--- src/rtl/gacc_pkg.sv ---
// Package: shared widths for the gated accumulator.
// Assumes ACC_W > PROD_W so the accumulator carries guard bits.
package gacc_pkg;
    localparam int PROD_W = 24;
    localparam int ACC_W  = 32;
endpackage

--- src/rtl/gacc_in_stage.sv ---
// Module: input stage. Registers the product term and the accumulate
// control on the same edge so that both reach the core aligned.
// Assumes a synchronous active-low reset.
module gacc_in_stage #(
    parameter int PROD_W = gacc_pkg::PROD_W
) (
    input  logic                     clk,
    input  logic                     rst_n,
    input  logic signed [PROD_W-1:0] prod_i,
    input  logic                     acc_en_i,
    output logic signed [PROD_W-1:0] prod_q,
    output logic                     acc_q
);
    // Capture the term and its control together; reset clears both.
    always_ff @(posedge clk) begin
        if (!rst_n) begin
            prod_q <= '0;
            acc_q  <= 1'b0;
        end else begin
            prod_q <= prod_i;
            acc_q  <= acc_en_i;
        end
    end
endmodule

--- src/rtl/gacc_core.sv ---
// Module: accumulator core. Adds the sign-extended term to the running
// total while acc_q is high, and restarts the total from the term when
// it is low. Assumes ACC_W >= PROD_W.
module gacc_core #(
    parameter int PROD_W = gacc_pkg::PROD_W,
    parameter int ACC_W  = gacc_pkg::ACC_W
) (
    input  logic                     clk,
    input  logic                     rst_n,
    input  logic signed [PROD_W-1:0] prod_q,
    input  logic                     acc_q,
    output logic signed [ACC_W-1:0]  sum_q
);
    localparam int GUARD = ACC_W - PROD_W;

    logic signed [ACC_W-1:0] term_ext;
    logic signed [ACC_W-1:0] sum_d;

    // Sign-extend the term into the accumulator width.
    always_comb term_ext = {{GUARD{prod_q[PROD_W-1]}}, prod_q};

    // Pick between continuing the run and restarting it.
    always_comb sum_d = acc_q ? (sum_q + term_ext) : term_ext;

    // Hold the running total; reset clears it.
    always_ff @(posedge clk) begin
        if (!rst_n) sum_q <= '0;
        else        sum_q <= sum_d;
    end
endmodule

--- src/rtl/gacc_out_reg.sv ---
// Module: result register. Loads the running total whenever the
// registered control is low (run boundary) and holds otherwise.
// Assumes sum_q is the total before the current edge's update.
module gacc_out_reg #(
    parameter int ACC_W = gacc_pkg::ACC_W
) (
    input  logic                    clk,
    input  logic                    rst_n,
    input  logic                    acc_q,
    input  logic signed [ACC_W-1:0] sum_q,
    output logic signed [ACC_W-1:0] result_q
);
    // Load on a run boundary, freeze during accumulation.
    always_ff @(posedge clk) begin
        if (!rst_n)      result_q <= '0;
        else if (!acc_q) result_q <= sum_q;
    end
endmodule

--- src/rtl/gacc_top.sv ---
// Module: gated product accumulator top. Input stage -> core -> result
// register. Results of each run appear at its boundary, two edges after
// the boundary term is presented. Synchronous active-low reset.
module gacc_top #(
    parameter int PROD_W = gacc_pkg::PROD_W,
    parameter int ACC_W  = gacc_pkg::ACC_W
) (
    input  logic                     clk,
    input  logic                     rst_n,
    input  logic signed [PROD_W-1:0] prod_i,
    input  logic                     acc_en_i,
    output logic signed [ACC_W-1:0]  result_o
);
    localparam int GUARD = ACC_W - PROD_W;

    logic signed [PROD_W-1:0] prod_q;
    logic                     acc_q;
    logic signed [ACC_W-1:0]  sum_q;

    gacc_in_stage #(.PROD_W(PROD_W)) u_in (
        .clk(clk), .rst_n(rst_n), .prod_i(prod_i), .acc_en_i(acc_en_i),
        .prod_q(prod_q), .acc_q(acc_q)
    );

    gacc_core #(.PROD_W(PROD_W), .ACC_W(ACC_W)) u_core (
        .clk(clk), .rst_n(rst_n), .prod_q(prod_q), .acc_q(acc_q),
        .sum_q(sum_q)
    );

    gacc_out_reg #(.ACC_W(ACC_W)) u_out (
        .clk(clk), .rst_n(rst_n), .acc_q(acc_q), .sum_q(sum_q),
        .result_q(result_o)
    );

    assert_reset_clear_R1: assert property (@(posedge clk)
        !rst_n |=> (result_o == '0 && sum_q == '0 && !acc_q));

    assert_add_term_R2: assert property (@(posedge clk) disable iff (!rst_n)
        acc_q |=> sum_q == $past(sum_q) + {{GUARD{$past(prod_q[PROD_W-1])}}, $past(prod_q)});

    assert_hold_result_R3: assert property (@(posedge clk) disable iff (!rst_n)
        acc_q |=> $stable(result_o));

    assert_restart_R4: assert property (@(posedge clk) disable iff (!rst_n)
        !acc_q |=> sum_q == {{GUARD{$past(prod_q[PROD_W-1])}}, $past(prod_q)});

    assert_load_prev_R5: assert property (@(posedge clk) disable iff (!rst_n)
        !acc_q |=> result_o == $past(sum_q));

    assert_ctrl_latch_R6: assert property (@(posedge clk) disable iff (!rst_n)
        rst_n |=> acc_q == $past(acc_en_i));
endmodule

--- config.mk ---
export PLATFORM = sky130hd
export DESIGN_NAME = gacc_top
export DESIGN_NICKNAME = d
export VERILOG_FILES = /design/src/rtl/gacc_pkg.sv /design/src/rtl/gacc_in_stage.sv /design/src/rtl/gacc_core.sv /design/src/rtl/gacc_out_reg.sv /design/src/rtl/gacc_top.sv
export SDC_FILE = /design/constraint.sdc
export NUM_CORES = 1
export LEC_CHECK = 0
export ABC_AREA = 1
export ABC_CLOCK_PERIOD_IN_PS = 5200
export BUFFER_PORTS_ARGS = -buffer_cell sky130_fd_sc_hd__buf_2
export CORE_MARGIN = 3
export CORE_UTILIZATION = 52
export CTS_CLUSTER_DIAMETER = 100
export DETAILED_ROUTE_END_ITERATION = 12
export HOLD_SLACK_MARGIN = 0.03
export PLACE_DENSITY_LB_ADDON = 0.08
export RECOVER_POWER = 100
export SLEW_MARGIN = 10
export SYNTH_ARGS = -nofsm -noshare
export SYNTH_HDL_FRONTEND = slang
export SYNTH_HIERARCHICAL = 1
export SYNTH_SLANG_ARGS = --single-unit
--- constraint.sdc ---
create_clock -name clk -period 5.2 [get_ports clk]
set_input_delay 1.56 -clock clk [delete_from_list [all_inputs] [get_ports clk]]
set_output_delay 1.56 -clock clk [all_outputs]
set_load 0.01 [all_outputs]
[Yosys cells after proc, flatten, opt, wreduce, memory -nomap -nowiden]
Cells that the tools add are included.
Word-level totals
  input port bits: 27
  word-level logic and storage cells: 6
  flip-flop bits (word level): 89
  output and inout port bits: 32
Cells by class
  muxes and demuxes: 1
  add/subtract/negate cells: 1
Operator list (count)
  adder 32 x 24 -> 32 bit: 1
  2-to-1 mux 32 bit: 1

[Logic depth before layout (Yosys ltp)]
Gate-level depths: netlist of run 1.
  word-level depth: 2
  depth in mapped cells: 14
  depth with buffers taken out: 14

[Cells and area by module]
Netlist of run 1, hierarchy kept.
By module, submodules not included
  gacc_core: area an instance 3592.2 sq um, cells an instance 640, times used 1
  gacc_out_reg: area an instance 1335.0 sq um, cells an instance 202, times used 1
  gacc_in_stage: area an instance 721.9 sq um, cells an instance 78, times used 1

[Worst setup path after synthesis of run 1]
Ideal clock, no wire load.
  path kind: input port to flip-flop
  from: input rst_n
  to: register u_core.sum_q[10]
  setup slack: 3.022 ns
  stages on the path: 5
  required time: 5.085 ns
  data arrival time: 2.062 ns
  setup time: 0.115 ns
  path buffers: 1
  path through: inv_1 clkbuf_1 nor2_1 o21ai_0 inv_1
RTL lines
  start, declared: line gacc_top.sv:9  | input logic rst_n,
  end signal, assigned: line gacc_core.sv:28  | else sum_q <= sum_d;
  end, declared: line gacc_core.sv:12  | output logic signed [ACC_W-1:0] sum_q

==> out/results.ini, run 1 <==
[global_route]
grt_max_degree=80
antenna_found_initial=0
grt_overflow=0
grt_pass1_wl_um=20400
grt_pass1_vias=4352
grt_use_total_pct=21.4

[die]
die_x_um=110
die_h_um=110
io_pins=59
initial_utilization_pct=54.0
core_um2=10500
fp.dieArea_um2=12200
fp-row-count=37

[sta]
rsz0062_at_grt=no
maxSlewViolCount=0
setup_viol=0
skew_ps=10.4
period_share_pct=55.0
max_slew_margin_pct=29.4
fin_tns_setup_ps=0
period_minus_slack_ps=2860
tightest_slew_ps=1060
fmax_ghz=0.349
hold_viol_final=0
setup_ws_ps=2340

[synthesis]
synthMuxAreaShare_pct=0
post_synth_num_cell_types=30
synth-seq-cells=89
ys_seq_area_share_pct=31.5
synth_xor_area_share_pct=2.48
synthFlopType=dfxtp_1
netlist_area_um2=5650
yosysWarnings=6
synth_top_family_by_area=simple AND/OR/NAND/NOR gates
synthAdderAreaFrac_pct=7.22
ys_async_sr_fraction_pct=0
synth_edf_count=0
synthSimpleGateAreaFrac_pct=38.0
syn-instance-count=920
postSynthAreaPerCell_um2=6.14
syn-num-nets=979
synth_compound_gate_area_share_pct=4.83

[pwr]
clockPowerShare_pct=33.6
p_leak_uw=0.00361
share_seq_of_total_power_pct=48.0
ir_drop_v=0.000201
sw_frac_of_total_pct=29.1
comb_power_share_pct=18.4
pwr_density_cell_nw_per_um2=255
p_total_uw=1570
switching_power_uw=457
intPower_uw=1110

[layout]
antenna_cells=0
nNetsFinal=1030
final_cell_mix=nand2_1 (292), inv_1 (190), nor2_1 (147)
syn_to_final_growth_pct=8.70
drive_above_1_share_pct=9.02
layout_commonest_cell=nand2_1

[drt]
viasPerCell=4.51
drc=0
postRouteAntennaNets=0
dr.pass1.iters=4
first_iter_violations=286
vias=5013
routedWlPerCell_um=10.8
drt-total-wl_um=12000

[run_status]
outcome=finished, final reports clean

[setup_path]
cp_max_fo=60
critPathKind=input pin to flop
critPathLaunchType=input pin
required_ps=5520
cp-end-kind=flop
critPathArrivalTime_ps=3180

[clock_network]
cts_setup_buffers=0
root_buffer=clkbuf_8
cts_resized=0
clock_tree.buffer_depth=2
cts_sinks=89
worstSkewPairLatency_ps=370
cts_hold_buffers=0
cts_tree=yes
h-tree-depth=3
cts_buffers=9
clk_pin_slew_ps=80

[place]
gp_congestion=0.900
io_buffers=58
dp_hpwl_um=9090
detailedPlace.worstSlack_ps=1900

[worst_hold_path]
hold_class=flop to flop

[job]
drv_cap=0

-- routing by layer --
layer | track usage [%] | vias to the layer above | part of all wire [%]
li1 | - | 2803 | -
met2 | 32.1 | 93 | 41
met4 | 8.09 | 0 | 1.8
met3 | 3.67 | 13 | 4.3
met5 | 0 | - | 0
met1 | 30.7 | 2104 | 53
-- cell type report --
type / count / area [µm²]
clock buffers: 11 / 141
clock inverters: 5 / 78.8
fillers: 1097 / 4320
inverters: 193 / 724
multi-input cells: 617 / 2970
flip-flops and latches: 89 / 1790
well taps: 136 / 170
repair buffers: 61 / 273
-- cells by family (layout without fill, tap and decap cells) --
group,after synthesis,after routing
AND/OR/NAND/NOR,519,519
flip-flops,89,89
adder cells (fa/ha/maj),32,32
XOR/XNOR,16,16
buffers and inverters,214,270
AO/OA/AOI/OAI,50,50
-- registers in the layout (all words and copies together) (netlist names) --
signal	count
u_out/result_q	32
u_core/sum_q	32
u_in/acc_q	1
u_in/prod_q	24
-- cells in the mapped netlist (3+ instances only) --
| cell | number | area, µm² |
|---|---|---|
| inv_1 | 190 | 713 |
| ha_1 | 31 | 388 |
| o21ai_0 | 17 | 85.1 |
| nand2_2 | 17 | 106 |
| nor2_1 | 147 | 552 |
| xor2_1 | 15 | 131 |
| nand2_1 | 292 | 1100 |
| nand3_2 | 7 | 70.1 |
| nand3_1 | 36 | 180 |
| a21oi_2 | 4 | 35.0 |
| a21oi_1 | 23 | 115 |
| nor2_2 | 8 | 50.1 |
| buf_6 | 10 | 113 |
| o21ai_1 | 3 | 15.0 |
| clkbuf_1 | 5 | 18.8 |
| dfxtp_1 | 89 | 1780 |
| buf_2 | 3 | 15.0 |
| nand4_1 | 5 | 31.3 |
| inv_2 | 3 | 11.3 |
-- worst paths after layout --
kind                         to  slack, ps             start  cells after the start
min          u_out/result_q[22]        480  u_core/sum_q[22]                      2
max reg2reg    u_core/sum_q[20]       3040    u_in/prod_q[0]                     12
max            u_core/sum_q[13]       2340             rst_n                      6
min reg2reg  u_out/result_q[22]        480  u_core/sum_q[22]                      2
-- metrics by stage --
stage / hold slack, ps / instances / area [µm²] / utilization (%)
after floorplan: 453 / 920 / 5650 / -
after global placement: 468 / 1096 / 5960 / 57.0
after detailed placement: 468 / 1096 / 5960 / 57.0
after CTS: 482 / 1112 / 6180 / 59.1
after global routing: 514 / 1112 / 6140 / 58.7
final: 482 / 1112 / 6140 / 58.7
-- worst max-delay path, cell delays in order --
cell	delay, ps
buf_2	80
buf_4	470
inv_1	640
nor2_1	250
o21ai_0	100
inv_1	50
-- power groups by stage --
stage / clock network, µW / logic, µW / registers, µW
after floorplan: 0 / 224 / 768
after global placement: 0 / 290 / 769
after detailed placement: 0 / 293 / 769
after CTS: 545 / 295 / 753
after global routing: 576 / 337 / 759
final: 527 / 289 / 753
(Power assumes the default switching activity.)
==> inputs of run 2 (changes only) <==
- ABC_CLOCK_PERIOD_IN_PS: 5200 -> 2600
- clock period: 5.2 -> 2.6 ns (I/O delays scaled with it)
==> run 2 against run 1 <==
  * Global-route usage grew 0.20 points
  * Sequential share of layout area is 0.32 points higher
  * Setup slack lost 1800 ps
==> out/results.ini, run 2 (same netlist as run 1, synthesis figures left out) <==
[sta]
maxSlewViolCount=0
period_minus_slack_ps=2070
tightest_slew_ps=1310
fin_tns_setup_ps=0
setup_ws_ps=532
setup_viol=0
max_slew_margin_pct=12.5
period_share_pct=79.5
fmax_ghz=0.484
hold_viol_final=0
rsz0062_at_grt=no
skew_ps=7.44

[global_route]
antenna_found_initial=0
grt_pass1_wl_um=20600
grt_max_degree=103
grt_pass1_vias=4421
grt_overflow=0
grt_use_total_pct=21.6

[layout]
layout_commonest_cell=nand2_1
final_cell_mix=nand2_1 (300), inv_1 (190), nor2_1 (147)
biggestRegsByFlops=u_core/sum_q (32), u_out/result_q (32), u_in/prod_q (24)
nNetsFinal=1032
postLayoutCoreUtil_pct=58.1
fin_area_um2=6070
drive_above_1_share_pct=7.46
syn_to_final_growth_pct=7.53
antenna_cells=0

[drt]
wl_met3_um=578
drt-total-wl_um=12400
routedWlPerCell_um=11.2
vias=5054
viasPerCell=4.54
first_iter_violations=351
postRouteAntennaNets=0
route.met2.wl_um=5170
routed.top_layer=met4
dr.pass1.iters=5
m1WireLength_um=6500
drc=0

[pwr]
p_leak_uw=0.00357
ir_drop_v=0.000327
pwr_density_cell_nw_per_um2=486

[clock_network]
clock_tree.buffer_depth=2
cts_resized=0
cts_tree=yes
worstSkewPairLatency_ps=370
cts_hold_buffers=0
h-tree-depth=3
clk_pin_slew_ps=80
cts_buffers=9
root_buffer=clkbuf_8
cts_sinks=89
cts_setup_buffers=0

[setup_path]
critPathArrivalTime_ps=2330
required_ps=2860
critPathLaunchType=flop
cp_max_fo=4
critPathKind=flop to flop
rrSetupSlack_ps=530
worst_r2r_path_depth=11
cp-end-kind=flop

[worst_hold_path]
hold_class=flop to flop
hold_depth=2

[die]
fp.dieArea_um2=12200
die_x_um=110
core_um2=10500
die_h_um=110
io_pins=59
fp-row-count=37
initial_utilization_pct=54.0

[job]
drv_cap=0

[place]
gp_congestion=0.904
detailedPlace.worstSlack_ps=616
io_buffers=58
dp_hpwl_um=9520
postPlaceCellArea_um2=5990

[run_status]
outcome=finished, final reports clean

==> run 2: cell types whose count changed in the layout (fill, tap and decap cells not counted), moves of 2 or more <==
cell,change
nand2_1,+8
nand2_2,-8
clkbuf_1,+5
nand3_1,+4
nand3_2,-4
bufinv_16,-2
==> run 2: metrics by stage <==
| step | instances | power (µW) | hold WS, ps |
|---|---|---|---|
| 2_1_floorplan | 920 | 1980 | 453 |
| 3_3_place_gp | 1098 | 2130 | 468 |
| 3_5_place_dp | 1098 | 2130 | 469 |
| 4_1_cts | 1114 | 3010 | 483 |
| 5_1_grt | 1114 | 3140 | 504 |
| 6_report | 1114 | 2950 | 479 |
==> run 2: critical path, stage by stage (launching register included) <==
cell	delay, ps
dfxtp_1	320
ha_1	240
fa_1	450
nand3_1	110
nand3_1	120
nand2_1	90
nand2_1	110
nand3_1	90
nand2_1	90
xor2_1	150
o21ai_0	150
inv_1	60
==> run 2: final cells by class <==
| cell class | instances | area (µm²) |
|---|---|---|
| clock buffer | 14 | 163 |
| clock inverter | 2 | 12.5 |
| fill | 1137 | 4390 |
| inverter | 193 | 724 |
| multi-input combinational | 617 | 2930 |
| sequential | 89 | 1790 |
| tap | 136 | 170 |
| timing repair buffer | 63 | 292 |
==> run 2: routing by layer <==
layer,up-vias,track usage (%)
met1,2129,30.9
met5,-,0
met3,11,3.26
met4,0,7.65
met2,101,33.2
li1,2813,-
==> run 2: report_power, final <==
group / total [µW] / switching, µW / leakage [µW] / internal, µW
Sequential: 1500 / 53.4 / 0.000737 / 1450
Combinational: 583 / 374 / 0.00275 / 210
Clock: 867 / 467 / 0.0000867 / 400
==> run 2: path summary, 6_finish.rpt <==
| check | start | end |
|---|---|---|
| setup reg to reg | u_in/prod_q[0] | u_core/sum_q[16] |
| hold / removal | u_core/sum_q[3] | u_out/result_q[3] |
| setup / recovery | u_in/prod_q[0] | u_core/sum_q[16] |
| hold reg to reg | u_core/sum_q[3] | u_out/result_q[3] |
